--- config.mk ---
export PLATFORM = sky130hd
export DESIGN_NAME = strip_stereo_seq
export DESIGN_NICKNAME = d
export VERILOG_FILES = /design/src/rtl/stripseq_pkg.sv /design/src/rtl/stripseq_ctrl.sv /design/src/rtl/stripseq_dp.sv /design/src/rtl/strip_stereo_seq.sv
export SDC_FILE = /design/constraint.sdc
export NUM_CORES = 1
export LEC_CHECK = 0
export BUFFER_PORTS_ARGS = -buffer_cell sky130_fd_sc_hd__buf_2
export CAP_MARGIN = 20
export CORE_MARGIN = 1
export CORE_UTILIZATION = 45
export CTS_CLUSTER_SIZE = 8
export DETAILED_ROUTE_END_ITERATION = 8
export PLACE_DENSITY_LB_ADDON = 0.3
export SLEW_MARGIN = 20
export SYNTH_ARGS = -nofsm -noshare
export SYNTH_HDL_FRONTEND = slang
export SYNTH_SLANG_ARGS = --single-unit
--- constraint.sdc ---
create_clock -name clk -period 7.1 [get_ports clk]
set_input_delay 0.355 -clock clk [delete_from_list [all_inputs] [get_ports clk]]
set_output_delay 0.355 -clock clk [all_outputs]
set_load 0.05 [all_outputs]
--- src/rtl/stripseq_pkg.sv ---
package stripseq_pkg;

  // Strobes from the sequencing control to the datapath.
  typedef struct packed {
    logic fetchGo;    // launch one window slot this cycle
    logic fetchPad;   // the slot lies left of the image: zero pair, no read
    logic outEnable;  // a frame is in progress, result stream is live
    logic keepBeat;   // the current result position is in the kept half
  } seqStrobe_t;

  // Status returned by the datapath.
  typedef struct packed {
    logic fetchRoom;  // the pixel buffer can absorb one more slot
    logic outBeat;    // a correlator result was accepted this cycle
  } seqStatus_t;

endpackage

--- src/rtl/stripseq_ctrl.sv ---
module stripseq_ctrl
  import stripseq_pkg::*;
#(
  parameter int IMG_W      = 640,
  parameter int IMG_H      = 480,
  parameter int DISP_RANGE = 64,
  localparam int NSTRIP    = IMG_W / DISP_RANGE,
  localparam int SPAN      = 2 * DISP_RANGE,
  localparam int SW        = (NSTRIP > 1) ? $clog2(NSTRIP) : 1,
  localparam int RW        = (IMG_H > 1) ? $clog2(IMG_H) : 1,
  localparam int CW        = $clog2(SPAN),
  localparam int XW        = (IMG_W > 1) ? $clog2(IMG_W) : 1
) (
  input  logic          clk,
  input  logic          rstN,
  input  logic          start,
  input  seqStatus_t    status,
  output seqStrobe_t    strobe,
  output logic [RW-1:0] fetchRow,
  output logic [XW-1:0] fetchCol,
  output logic [RW-1:0] outRow,
  output logic [SW-1:0] outStrip,
  output logic [CW-1:0] outCol,
  output logic          done
);

  logic          busy;
  logic          fetchActive;
  logic [SW-1:0] fStrip;
  logic [RW-1:0] fRow;
  logic [CW-1:0] fCol;
  logic [SW-1:0] oStrip;
  logic [RW-1:0] oRow;
  logic [CW-1:0] oCol;

  logic fColEnd, fRowEnd, fetchLast;
  logic oColEnd, oRowEnd, outLast;

  always_comb begin
    fColEnd   = (fCol == CW'(SPAN - 1));
    fRowEnd   = (fRow == RW'(IMG_H - 1));
    fetchLast = fColEnd && fRowEnd && (fStrip == SW'(NSTRIP - 1));
    oColEnd   = (oCol == CW'(SPAN - 1));
    oRowEnd   = (oRow == RW'(IMG_H - 1));
    outLast   = oColEnd && oRowEnd && (oStrip == SW'(NSTRIP - 1));
  end

  always_comb begin
    strobe.fetchGo   = fetchActive && status.fetchRoom;
    strobe.fetchPad  = (fStrip == '0) && (fCol < CW'(DISP_RANGE));
    strobe.outEnable = busy;
    strobe.keepBeat  = (oCol >= CW'(DISP_RANGE));
  end

  // Window column k*D - D + c; meaningless (and unused) while padding.
  assign fetchCol = XW'(int'(fStrip) * DISP_RANGE + int'(fCol) - DISP_RANGE);
  assign fetchRow = fRow;
  assign outRow   = oRow;
  assign outStrip = oStrip;
  assign outCol   = oCol;

  always_ff @(posedge clk) begin
    if (!rstN) begin
      busy        <= 1'b0;
      fetchActive <= 1'b0;
      fStrip      <= '0;
      fRow        <= '0;
      fCol        <= '0;
      oStrip      <= '0;
      oRow        <= '0;
      oCol        <= '0;
      done        <= 1'b0;
    end else begin
      done <= 1'b0;
      if (!busy) begin
        if (start) begin
          busy        <= 1'b1;
          fetchActive <= 1'b1;
          fStrip      <= '0;
          fRow        <= '0;
          fCol        <= '0;
          oStrip      <= '0;
          oRow        <= '0;
          oCol        <= '0;
        end
      end else begin
        // Fetch walk: column, then row, then strip.
        if (strobe.fetchGo) begin
          if (fColEnd) begin
            fCol <= '0;
            if (fRowEnd) begin
              fRow   <= '0;
              fStrip <= fStrip + 1'b1;
            end else begin
              fRow <= fRow + 1'b1;
            end
          end else begin
            fCol <= fCol + 1'b1;
          end
          if (fetchLast) fetchActive <= 1'b0;
        end
        // Result walk follows the same order, one step per accepted result.
        if (status.outBeat) begin
          if (oColEnd) begin
            oCol <= '0;
            if (oRowEnd) begin
              oRow   <= '0;
              oStrip <= oStrip + 1'b1;
            end else begin
              oRow <= oRow + 1'b1;
            end
          end else begin
            oCol <= oCol + 1'b1;
          end
          if (outLast) begin
            busy <= 1'b0;
            done <= 1'b1;
          end
        end
      end
    end
  end

endmodule

--- src/rtl/stripseq_dp.sv ---
module stripseq_dp
  import stripseq_pkg::*;
#(
  parameter int IMG_W      = 640,
  parameter int IMG_H      = 480,
  parameter int DISP_RANGE = 64,
  parameter int PIX_W      = 8,
  parameter int DISP_W     = 8,
  localparam int NSTRIP    = IMG_W / DISP_RANGE,
  localparam int SPAN      = 2 * DISP_RANGE,
  localparam int SW        = (NSTRIP > 1) ? $clog2(NSTRIP) : 1,
  localparam int RW        = (IMG_H > 1) ? $clog2(IMG_H) : 1,
  localparam int CW        = $clog2(SPAN),
  localparam int XW        = (IMG_W > 1) ? $clog2(IMG_W) : 1,
  localparam int AW        = $clog2(IMG_W * IMG_H)
) (
  input  logic              clk,
  input  logic              rstN,
  input  seqStrobe_t        strobe,
  output seqStatus_t        status,
  input  logic [RW-1:0]     fetchRow,
  input  logic [XW-1:0]     fetchCol,
  input  logic [RW-1:0]     outRow,
  input  logic [SW-1:0]     outStrip,
  input  logic [CW-1:0]     outCol,
  output logic              memRdEn,
  output logic [AW-1:0]     memRdAddr,
  input  logic [PIX_W-1:0]  memRdLeft,
  input  logic [PIX_W-1:0]  memRdRight,
  output logic              corrInValid,
  input  logic              corrInReady,
  output logic [PIX_W-1:0]  corrInLeft,
  output logic [PIX_W-1:0]  corrInRight,
  input  logic              corrOutValid,
  output logic              corrOutReady,
  input  logic [DISP_W-1:0] corrOutDisp,
  output logic              outWrEn,
  input  logic              outWrReady,
  output logic [AW-1:0]     outWrAddr,
  output logic [DISP_W-1:0] outWrData
);

  localparam int DEPTH = 2;

  // One slot in flight through the synchronous read.
  logic pendValid, pendPad;

  logic [PIX_W-1:0] bufLeft  [DEPTH];
  logic [PIX_W-1:0] bufRight [DEPTH];
  logic             wrPtr, rdPtr;
  logic [1:0]       bufCount;
  logic             push, pop;
  logic [2:0]       occAfter;

  assign memRdEn   = strobe.fetchGo && !strobe.fetchPad;
  assign memRdAddr = AW'(int'(fetchRow) * IMG_W + int'(fetchCol));

  assign push = pendValid;
  assign pop  = corrInValid && corrInReady;

  // Entries held plus the one landing, minus the one leaving.
  assign occAfter         = 3'(bufCount) + 3'(pendValid) - 3'(pop);
  assign status.fetchRoom = (occAfter <= 3'd1);

  assign corrInValid = (bufCount != 2'd0);
  assign corrInLeft  = bufLeft[rdPtr];
  assign corrInRight = bufRight[rdPtr];

  always_ff @(posedge clk) begin
    if (!rstN) begin
      pendValid <= 1'b0;
      pendPad   <= 1'b0;
      wrPtr     <= 1'b0;
      rdPtr     <= 1'b0;
      bufCount  <= 2'd0;
    end else begin
      pendValid <= strobe.fetchGo;
      pendPad   <= strobe.fetchPad;
      if (push) wrPtr <= ~wrPtr;
      if (pop)  rdPtr <= ~rdPtr;
      bufCount <= bufCount + 2'(push) - 2'(pop);
    end
  end

  for (genvar e = 0; e < DEPTH; e++) begin : gSlot
    always_ff @(posedge clk) begin
      if (push && (wrPtr == 1'(e))) begin
        bufLeft[e]  <= pendPad ? '0 : memRdLeft;
        bufRight[e] <= pendPad ? '0 : memRdRight;
      end
    end
  end

  // Result side: discard the first half of each row, write the second half.
  assign corrOutReady  = strobe.outEnable && (!strobe.keepBeat || outWrReady);
  assign outWrEn       = strobe.outEnable && strobe.keepBeat && corrOutValid;
  assign outWrData     = corrOutDisp;
  assign outWrAddr     = AW'(int'(outRow) * IMG_W + int'(outStrip) * DISP_RANGE
                             + int'(outCol) - DISP_RANGE);
  assign status.outBeat = corrOutValid && corrOutReady;

endmodule

--- src/rtl/strip_stereo_seq.sv ---
module strip_stereo_seq
  import stripseq_pkg::*;
#(
  parameter int IMG_W      = 640,
  parameter int IMG_H      = 480,
  parameter int DISP_RANGE = 64,
  parameter int PIX_W      = 8,
  parameter int DISP_W     = 8,
  localparam int NSTRIP    = IMG_W / DISP_RANGE,
  localparam int SPAN      = 2 * DISP_RANGE,
  localparam int SW        = (NSTRIP > 1) ? $clog2(NSTRIP) : 1,
  localparam int RW        = (IMG_H > 1) ? $clog2(IMG_H) : 1,
  localparam int CW        = $clog2(SPAN),
  localparam int XW        = (IMG_W > 1) ? $clog2(IMG_W) : 1,
  localparam int AW        = $clog2(IMG_W * IMG_H)
) (
  input  logic              clk,
  input  logic              rstN,
  input  logic              start,
  output logic              done,
  output logic              memRdEn,
  output logic [AW-1:0]     memRdAddr,
  input  logic [PIX_W-1:0]  memRdLeft,
  input  logic [PIX_W-1:0]  memRdRight,
  output logic              corrInValid,
  input  logic              corrInReady,
  output logic [PIX_W-1:0]  corrInLeft,
  output logic [PIX_W-1:0]  corrInRight,
  input  logic              corrOutValid,
  output logic              corrOutReady,
  input  logic [DISP_W-1:0] corrOutDisp,
  output logic              outWrEn,
  input  logic              outWrReady,
  output logic [AW-1:0]     outWrAddr,
  output logic [DISP_W-1:0] outWrData
);

  // Strips tile the width exactly; any remainder is a configuration error.
  if ((IMG_W % DISP_RANGE) != 0) begin : gWidthCheck
    $error("IMG_W must be a whole multiple of DISP_RANGE");
  end

  seqStrobe_t    strobe;
  seqStatus_t    status;
  logic [RW-1:0] fetchRow;
  logic [XW-1:0] fetchCol;
  logic [RW-1:0] outRow;
  logic [SW-1:0] outStrip;
  logic [CW-1:0] outCol;

  stripseq_ctrl #(
    .IMG_W(IMG_W), .IMG_H(IMG_H), .DISP_RANGE(DISP_RANGE)
  ) uCtrl (
    .clk(clk), .rstN(rstN), .start(start),
    .status(status), .strobe(strobe),
    .fetchRow(fetchRow), .fetchCol(fetchCol),
    .outRow(outRow), .outStrip(outStrip), .outCol(outCol),
    .done(done)
  );

  stripseq_dp #(
    .IMG_W(IMG_W), .IMG_H(IMG_H), .DISP_RANGE(DISP_RANGE),
    .PIX_W(PIX_W), .DISP_W(DISP_W)
  ) uDp (
    .clk(clk), .rstN(rstN),
    .strobe(strobe), .status(status),
    .fetchRow(fetchRow), .fetchCol(fetchCol),
    .outRow(outRow), .outStrip(outStrip), .outCol(outCol),
    .memRdEn(memRdEn), .memRdAddr(memRdAddr),
    .memRdLeft(memRdLeft), .memRdRight(memRdRight),
    .corrInValid(corrInValid), .corrInReady(corrInReady),
    .corrInLeft(corrInLeft), .corrInRight(corrInRight),
    .corrOutValid(corrOutValid), .corrOutReady(corrOutReady),
    .corrOutDisp(corrOutDisp),
    .outWrEn(outWrEn), .outWrReady(outWrReady),
    .outWrAddr(outWrAddr), .outWrData(outWrData)
  );

endmodule

==> flow_metrics.tcl, run 1 <==
set metrics [dict create \
    cp_slowest_cell "a2111o_1" \
    ant_nets 0 \
    cts_inserted_buffers 9 \
    drtIter0Drc 115 \
    worstPathArrival_ns 4.09 \
    ios 97 \
    antenna_found_initial 0 \
    fillers 1055 \
    synth_top_area_cell "dfxtp_1" \
    setup_slack_ns 2.66 \
    tns_ns 0 \
    start_util 0.466 \
    cpMostUsedCell "ha_1" \
    crit_type "register to output pin" \
    power_density_nw_per_um2 251 \
    ys.flop_type "dfxtp_1" \
    port_buffers 80 \
    die_x_um 111 \
    hold_viol 0 \
    layout.nets 716 \
    synth_top_area_share 0.187 \
    netlist_area_um2 5340 \
    wl_per_cell_um 12.9 \
    cp.buffers_inverters 2 \
    ys_top_cells_by_count "ha_1, nor2_1, dfxtp_1, inv_1, xnor2_1" \
    leakage_nw 2.65 \
    drive_gt1_frac 0.192 \
    via_count 3948 \
    drv_cap 0 \
    hp-class "input pin to register" \
    synthCells 558 \
    peakVddDrop_uv 187 \
    dr.pass1.iters 4 \
    worst_slew_pin_slew_ns 0.761 \
    regArea_um2 1960 \
    fp.dieH_um 111 \
    finalCritPeriodShare 0.626 \
    path_max_fanout 6 \
    worstSetupStartpointType "register" \
    core_area_um2 11500 \
    dp_hpwl_um 7700 \
    cts_setup_buffers 0 \
    syn_avg_cell_area_um2 9.57 \
    timing.hold.ws_ns 0.296 \
    multi_input_area_um2 3030 \
    final_core_util 0.530 \
    synthTopCellsByArea "dfxtp_1, edfxtp_1, ha_1" \
    yosys_warnings 0 \
    grt_setup_unrepaired "no" \
    grt_pass1_vias 3921 \
    wl_um 9940 \
    grt_pass1_wl_um 17400 \
    setup_viol 0 \
    insertion_delay_ns 0.33 \
    place_congestion 0.772 \
    root_buffer "clkbuf_16" \
    slew_headroom 0.493 \
    grt_max_degree 17 \
    status "finished clean" \
    ctsHoldBuffers 0 \
    grtUsageTotal 0.171 \
    drv_slew 0 \
    overflow 0 \
    synthMostInstantiatedCell "ha_1" \
    synthArstFlopShare 0 \
    htree_levels 3 \
    cp.required_ns 6.74 \
    path_cells "ha_1 > ha_1 > fa_1 > a21o_1 > a21oi_1 > xnor2_1 > inv_1 > ha_1 > o41a_1 > a2111o_1 > o21ai_2 > xor2_1 > buf_2" \
    clock_sinks 82 \
    synth_cell_types 57 \
    clockBufferDepth 2 \
    drt-vias-per-instance 5.14 \
    yosys_register_bits 82 \
    synth_edf_count 32 \
    critPathMaxStageDelay_ns 0.45 \
    synth_nets 654 \
    syn2layout_area_growth_pct 13.8 \
    fin_skew_ns 0.00694 \
    fmax_ghz 0.225 \
    pre_cts_ws_ns 3.02 \
    post_cts_resized 0 \
    setup.worst_path.end_class "output pin" \
    yosysSeqAreaShare 0.367 \
    clk_pin_slew_ns 0.06 \
    drc 0 \
    num_rows 39 \
    cp_top_family "compound AO/OA/AOI/OAI gates" \
    min_period_ns 4.44 \
    diodes 0 \
    die_area_um2 12300 \
    cts_tree "yes" \
]
==> logic make-up after synthesis <==
| family | Yosys count | share of synthesized area |
|---|---|---|
| AO/OA/AOI/OAI | 82 | 0.104 |
| flip-flops | 82 | 0.367 |
| XOR/XNOR | 58 | 0.0951 |
| multiplexers | 18 | 0.0375 |
| buffers and inverters | 73 | 0.0658 |
| adder cells (fa/ha/maj) | 66 | 0.163 |
| AND/OR/NAND/NOR | 179 | 0.167 |
==> layer usage <==
metal,GRT usage,part of all wire,vias to the layer above
met1,0.209,0.46,1842
met2,0.302,0.49,52
met4,0.0507,0.013,0
met5,0,0,-
li1,-,-,2045
met3,0.0328,0.032,9
==> registers in the layout, indices dropped and copies added, names as in the netlist, named ones only <==
| name | flops |
|---|---|
| uCtrl.fStrip | 4 |
| uCtrl.fetchActive | 1 |
| uDp.wrPtr | 1 |
| uDp.pendPad | 1 |
| uCtrl.outRow | 9 |
| uCtrl.fetchRow | 9 |
| uCtrl.busy | 1 |
| uDp.bufRight | 16 |
| uCtrl.done | 1 |
| uCtrl.fCol | 7 |
| uDp.bufCount | 2 |
| uDp.rdPtr | 1 |
| uCtrl.outCol | 7 |
| uDp.bufLeft | 16 |
| uCtrl.outStrip | 4 |
| uDp.pendValid | 1 |
==> power breakdown <==
group	switching [mW]	total [mW]	internal, mW
combinational	0.308	0.443	0.135
sequential	0.0308	0.556	0.525
clock	0.183	0.528	0.345
==> path summary, 6_finish.rpt <==
kind / start / end / slack [ns] / depth (start not counted)
setup / recovery: uCtrl.outRow[3]$_SDFFE_PN0P_ / outWrAddr[17] / 2.66 / 13
hold / removal: start / uCtrl.busy$_SDFF_PN0_ / 0.30 / 2
setup reg to reg: uDp.bufCount[1]$_SDFF_PN0_ / uCtrl.fetchRow[7]$_SDFFE_PN0P_ / 3.79 / 13
hold reg to reg: uCtrl.fetchActive$_SDFFE_PN0P_ / uCtrl.fetchActive$_SDFFE_PN0P_ / 0.50 / 2
==> cell usage in the layout, fill, tap and decap left out, types with 13 or more instances in the layout <==
master     n
a21oi_1   25
buf_2     80
dfxtp_1   50
edfxtp_1  32
ha_1      60
inv_1     43
mux2_2    16
nand2_1   31
nand3_1   13
nor2_1    59
nor2b_1   23
xnor2_1   34
xor2_1    24
==> area by class of cell <==
cell class | count | share of cell area
multi-input combinational | 403 | 0.498
clock buffer | 10 | 0.0377
tap | 143 | 0.0294
sequential | 82 | 0.323
inverter | 43 | 0.0265
timing repair buffer | 81 | 0.0671
clock inverter | 6 | 0.0187
==> metrics by stage <==
stage	area, µm²	std cells	power [mW]
after floorplan	5340	558	0.937
after global placement	5740	752	1.01
after detailed placement	5740	752	1.01
after CTS	6080	768	1.54
after global routing	6080	768	1.59
final	6080	768	1.53
No activity file was read; power rests on OpenSTA's default activity.
==> run 2, diff against run 1 <==
==> constraint.sdc (replaced) <==
create_clock -name clk -period 3.6 [get_ports clk]
set_input_delay 0.18 -clock clk [delete_from_list [all_inputs] [get_ports clk]]
set_output_delay 0.18 -clock clk [all_outputs]
set_load 0.05 [all_outputs]
==> run 2 against run 1 <==
The run now ends with negative setup slack left. Register-to-register slack got worse by 3.4 ns. Hold slack got worse by 0.18 ns. Clock power rose by 60%. Global-route usage rose by 1.3 points. Clock-buffer cell count did not move. Core utilization rose by 4.9 points. Sequential power rose by 96%. Final cell count rose by 4.0%. Sequential share of layout area fell by 2.5 points. Sequential cell count did not move. Die area did not move. Critical endpoint is now outWrAddr[18].
==> flow_metrics.tcl, run 2 (synthesis gave the netlist of run 1 again) <==
set metrics [dict create \
    die_area_um2 12300 \
    r2r_start "uDp.bufCount[1]$_SDFF_PN0_" \
    place_congestion 0.811 \
    power_density_nw_per_um2 434 \
    port_buffers 80 \
    htree_levels 3 \
    grt_pass1_wl_um 18600 \
    drive_gt1_frac 0.305 \
    root_buffer "clkbuf_16" \
    cts_inserted_buffers 9 \
    dp_hpwl_um 8230 \
    tns_ns -0.178 \
    core_area_um2 11500 \
    power.internal_mw 1.82 \
    layout_commonest_cell "buf_2" \
    clk_pin_slew_ns 0.06 \
    worst_slew_pin_slew_ns 0.756 \
    route.met2.wl_um 6120 \
    ant_nets 0 \
    antenna_found_initial 0 \
    syn2layout_area_growth_pct 24.4 \
    dr.pass1.iters 4 \
    hold_depth 2 \
    pwr-share-comb 0.327 \
    worstPathArrival_ns 3.53 \
    status "finished with violations" \
    setup_viol 2 \
    path_max_fanout 4 \
    final_core_util 0.579 \
    rrSetupSlack_ns 0.38 \
    grtUsageTotal 0.184 \
    wl_per_cell_um 13.9 \
    insertion_delay_ns 0.33 \
    largestRegisters "uDp.bufLeft: 16 flops, uDp.bufRight: 16 flops" \
    timing.rr.end "uCtrl.fStrip[3]$_SDFFE_PN0P_" \
    fp.dieH_um 111 \
    drtIter0Drc 143 \
    drv_slew 0 \
    fin_skew_ns 0.00681 \
    peakVddDrop_uv 243 \
    wl_met3_um 237 \
    grt_setup_unrepaired "yes" \
    whs_endpoint "uCtrl.busy$_SDFF_PN0_" \
    clockBufferDepth 2 \
    cts_tree "yes" \
    stdcell_area_um2 6640 \
    diodes 0 \
    pre_cts_ws_ns -0.0345 \
    setup_slack_ns -0.109 \
    ctsHoldBuffers 0 \
    overflow 0 \
    slew_headroom 0.496 \
    post-place-cells 770 \
    via_count 4136 \
    layout.nets 747 \
    ios 97 \
    p_clk_frac 0.294 \
    leakage_nw 2.79 \
    cp.required_ns 3.42 \
    finalCritPeriodShare 1.03 \
    setup.worst_path.end_class "output pin" \
    hold_viol 0 \
    power_frac_seq 0.379 \
    p_switching_mw 1.06 \
    hp-class "input pin to register" \
    crit_start "uCtrl.outRow[3]$_SDFFE_PN0P_" \
    drc 0 \
    crit_type "register to output pin" \
    min_period_ns 3.71 \
    switching_share 0.369 \
    fin_cells 799 \
    clock_sinks 82 \
    fmax_ghz 0.270 \
    place_area_um2 5940 \
    wl_met1_um 4650 \
    hold_start "start" \
    worstSetupStartpointType "register" \
    grt_max_degree 17 \
    reg2reg_depth 13 \
    routed.top_layer "met4" \
    drv_cap 0 \
    final_cell_mix "buf_2, nor2_1, ha_1" \
    violations "negative setup slack" \
    drt-vias-per-instance 5.18 \
    num_rows 39 \
    wl_um 11100 \
    grt_pass1_vias 4138 \
    start_util 0.466 \
    die_x_um 111 \
]
==> run 2: changes by cell type in the layout (fill, tap and decap cells not counted), sizes merged <==
cell      before  now
inv           44   45
buf           81  110
clkbuf        10   12
bufinv         3    0
clkinvlp       2    4
==> run 2: stage by stage <==
step / hold slack [ns] / power [mW]
finish: 0.115 / 2.88
global route: 0.120 / 3.00
CTS: 0.121 / 2.89
detailed placement: 0.360 / 2.03
global placement: 0.360 / 2.02
floorplan: 0.318 / 1.86
==> run 2: what timing repair did <==
| action | in CTS | in global routing |
|---|---|---|
| gates cloned | 0 | 0 |
| pin swaps | 15 | 15 |
| setup endpoints to repair | 3 | 6 |
| endpoints found under the hold margin | 0 | 0 |
| resized for setup | 32 | 34 |
| buffers inserted | 8 | 5 |
==> run 2: how the worst max path moves through the flow <==
stage	endpoint	slack (ns)
finish	outWrAddr[18]	-0.11
global route	outWrAddr[18]	-0.24
CTS	outWrAddr[18]	-0.05
detailed placement	outWrAddr[18]	-0.03
global placement	outWrAddr[18]	0.004
floorplan	outWrAddr[17]	-0.004
==> run 2: final cells by class <==
type,count,area [µm²]
Timing Repair Buffer,112,668
Sequential cell,82,1980
Tap cell,143,179
Multi-Input combinational cell,403,3380
Clock inverter,6,50.0
Clock buffer,10,229
Fill cell,970,4820
Inverter,43,161
==> run 2: critical path, stage by stage, from the launching register on <==
cell	delay, ns
dfxtp_2	0.33
buf_4	0.15
ha_4	0.24
ha_4	0.29
nor2b_4	0.15
nor2_2	0.05
xnor2_1	0.17
inv_1	0.08
ha_2	0.19
or4_4	0.54
o221ai_4	0.17
nand2_1	0.09
a211oi_2	0.18
buf_4	0.15
a211oi_4	0.04
xor2_4	0.19
buf_6	0.17
==> run 2: routing by layer <==
| metal | vias to the layer above | GRT usage |
|---|---|---|
| li1 | 2097 | - |
| met1 | 1975 | 0.207 |
| met2 | 51 | 0.352 |
| met3 | 13 | 0.0235 |
| met4 | 0 | 0.0604 |
| met5 | - | 0 |
==> run 2: power groups by stage <==
stage          registers, mW  logic [mW]  clock network [mW]
2_1_floorplan           1.08       0.786                   0
3_3_place_gp            1.11       0.905                   0
3_5_place_dp            1.12       0.913                   0
4_1_cts                 1.10       0.934               0.857
5_1_grt                 1.10       0.999               0.899
6_report                1.09       0.941               0.846
==> run 3, diff against run 2 <==
--- a/config.mk
+++ b/config.mk
@@ -8,7 +8,7 @@
 export BUFFER_PORTS_ARGS = -buffer_cell sky130_fd_sc_hd__buf_2
 export CAP_MARGIN = 20
 export CORE_MARGIN = 1
-export CORE_UTILIZATION = 45
+export CORE_UTILIZATION = 51
 export CTS_CLUSTER_SIZE = 8
 export DETAILED_ROUTE_END_ITERATION = 8
 export PLACE_DENSITY_LB_ADDON = 0.3
==> run 3 against run 2 <==
Hold slack got worse by 0.022 ns. The flow still finishes with violations (negative setup slack). Clock power decreased by 26%. Fmax decreased by 1.1%. Non-clock buffer count increased by 9. Largest power group unchanged. First-iteration DRC count increased by 34%. Setup slack got worse by 0.042 ns. Register-to-register slack got worse by 0.02 ns. Clock skew increased by 0.0077 ns. Sequential share of layout area increased by 0.15 points. Via count increased by 3.4%. Routed wire length increased by 5.3%.
==> flow_metrics.tcl, run 3 (synthesis gave the netlist of run 1 again) <==
set metrics [dict create \
    status "finished with violations" \
    violations "negative setup slack" \
    power_density_nw_per_um2 406 \
    drt-vias-per-instance 5.36 \
    worstSetupStartpointType "register" \
    diodes 0 \
    fp.dieH_um 104 \
    clk_pin_slew_ns 0.09 \
    ctsHoldBuffers 0 \
    antenna_found_initial 0 \
    die_x_um 104 \
    pre_cts_ws_ns -0.125 \
    start_util 0.536 \
    cp.required_ns 3.42 \
    p_switching_mw 1.06 \
    grt_setup_unrepaired "yes" \
    final_cell_mix "buf_2, nor2_1, ha_1" \
    p_clk_frac 0.234 \
    syn2layout_area_growth_pct 23.9 \
    dr.pass1.iters 5 \
    layout_commonest_cell "buf_2" \
    dp_hpwl_um 7980 \
    num_rows 36 \
    fin_skew_ns 0.0145 \
    overflow 0 \
    ios 97 \
    root_buffer "clkbuf_8" \
    ant_nets 0 \
    power.internal_mw 1.62 \
    clockBufferDepth 2 \
    fmax_ghz 0.267 \
    post-place-cells 761 \
    slew_headroom 0.507 \
    drive_gt1_frac 0.320 \
    grt_pass1_wl_um 19300 \
    port_buffers 80 \
    drtIter0Drc 192 \
    via_count 4278 \
    hold_depth 2 \
    htree_levels 3 \
    crit_type "register to output pin" \
    worst_slew_pin_slew_ns 0.739 \
    core_area_um2 9950 \
    grt_pass1_vias 4179 \
    setup.worst_path.end_class "output pin" \
    path_max_fanout 4 \
    finalCritPeriodShare 1.04 \
    setup_viol 3 \
    die_area_um2 10900 \
    switching_share 0.397 \
    clock_sinks 82 \
    fillers 775 \
    grtUsageTotal 0.215 \
    place_congestion 0.889 \
    wl_um 11700 \
    power_frac_seq 0.406 \
    leakage_nw 2.84 \
    setup_slack_ns -0.152 \
    hold_viol 0 \
    reg2reg_depth 13 \
    drc 0 \
    layout.nets 756 \
    hp-class "input pin to register" \
    cts_inserted_buffers 9 \
    min_period_ns 3.75 \
    fin_cells 798 \
    worstPathArrival_ns 3.57 \
    largestRegisters "uDp.bufLeft: 16 flops, uDp.bufRight: 16 flops" \
    insertion_delay_ns 0.36 \
    wl_per_cell_um 14.7 \
    peakVddDrop_uv 266 \
    cts_tree "yes" \
    grt_max_degree 17 \
    drv_cap 0 \
    pwr-share-comb 0.360 \
    drv_slew 0 \
]
## run 3: critical path, cell delays in order (launching register included)
cell      delay [ns]
dfxtp_4         0.38
ha_4            0.30
ha_4            0.21
a21oi_4         0.18
nor2b_4         0.06
nor2_4          0.10
xnor2_2         0.13
inv_1           0.08
ha_2            0.20
buf_4           0.13
buf_4           0.15
o41a_1          0.44
a2111o_1        0.40
o21ai_2         0.12
xor2_4          0.16
buf_6           0.17
## run 3: final timing paths
check                                                     to  slack (ns)                          from
worst max-delay path                           outWrAddr[17]       -0.15  uCtrl.outRow[2]$_SDFFE_PN0P_
worst min-delay path                   uCtrl.busy$_SDFF_PN0_        0.09                         start
worst max register to register  uCtrl.fStrip[3]$_SDFFE_PN0P_        0.36    uDp.bufCount[1]$_SDFF_PN0_
worst min register to register        uDp.pendPad$_SDFF_PN0_        0.47    uCtrl.fCol[6]$_SDFFE_PN0P_
## run 3: metal layers
layer,up-vias,share of wire,global-route usage
met5,-,0,0
met4,0,0.010,0.0592
met3,16,0.046,0.0551
met2,126,0.48,0.344
met1,2013,0.46,0.288
li1,2123,-,-
## run 3: area by class of cell
cell class / instances / area, µm² / share of cell area
tap: 133 / 166 / 0.0252
clock inverter: 7 / 60.1 / 0.00908
clock buffer: 9 / 124 / 0.0187
inverter: 43 / 161 / 0.0244
sequential: 82 / 1980 / 0.299
multi-input combinational: 403 / 3380 / 0.511
timing repair buffer: 121 / 744 / 0.113
## run 3: power by group through the flow
stage                     logic [mW]  registers (mW)  clock network (mW)
after floorplan                0.786            1.08                   0
after global placement         0.909            1.11                   0
after detailed placement       0.919            1.11                   0
after CTS                      0.954            1.09               0.640
after global routing            1.03            1.10               0.687
final                          0.965            1.09               0.629
## run 3: timing repair
item | in CTS | in global routing
gates resized for setup | 47 | 31
endpoints found under the setup margin | 5 | 8
setup buffers | 9 | 12
endpoints found under the hold margin | 0 | 0
pin swaps | 20 | 23
## run 3: per-stage QoR
stage | cell area (µm²) | hold slack (ns) | setup TNS [ns] | utilization | total power, mW
after floorplan | 5400 | 0.318 | -0.00400 | - | 1.86
after global placement | 5930 | 0.361 | 0 | 0.596 | 2.02
after detailed placement | 5930 | 0.361 | -0.148 | 0.596 | 2.03
after CTS | 6420 | 0.0766 | -0.244 | 0.645 | 2.69
after global routing | 6610 | 0.0847 | -0.797 | 0.664 | 2.81
final | 6610 | 0.0927 | -0.329 | 0.664 | 2.68
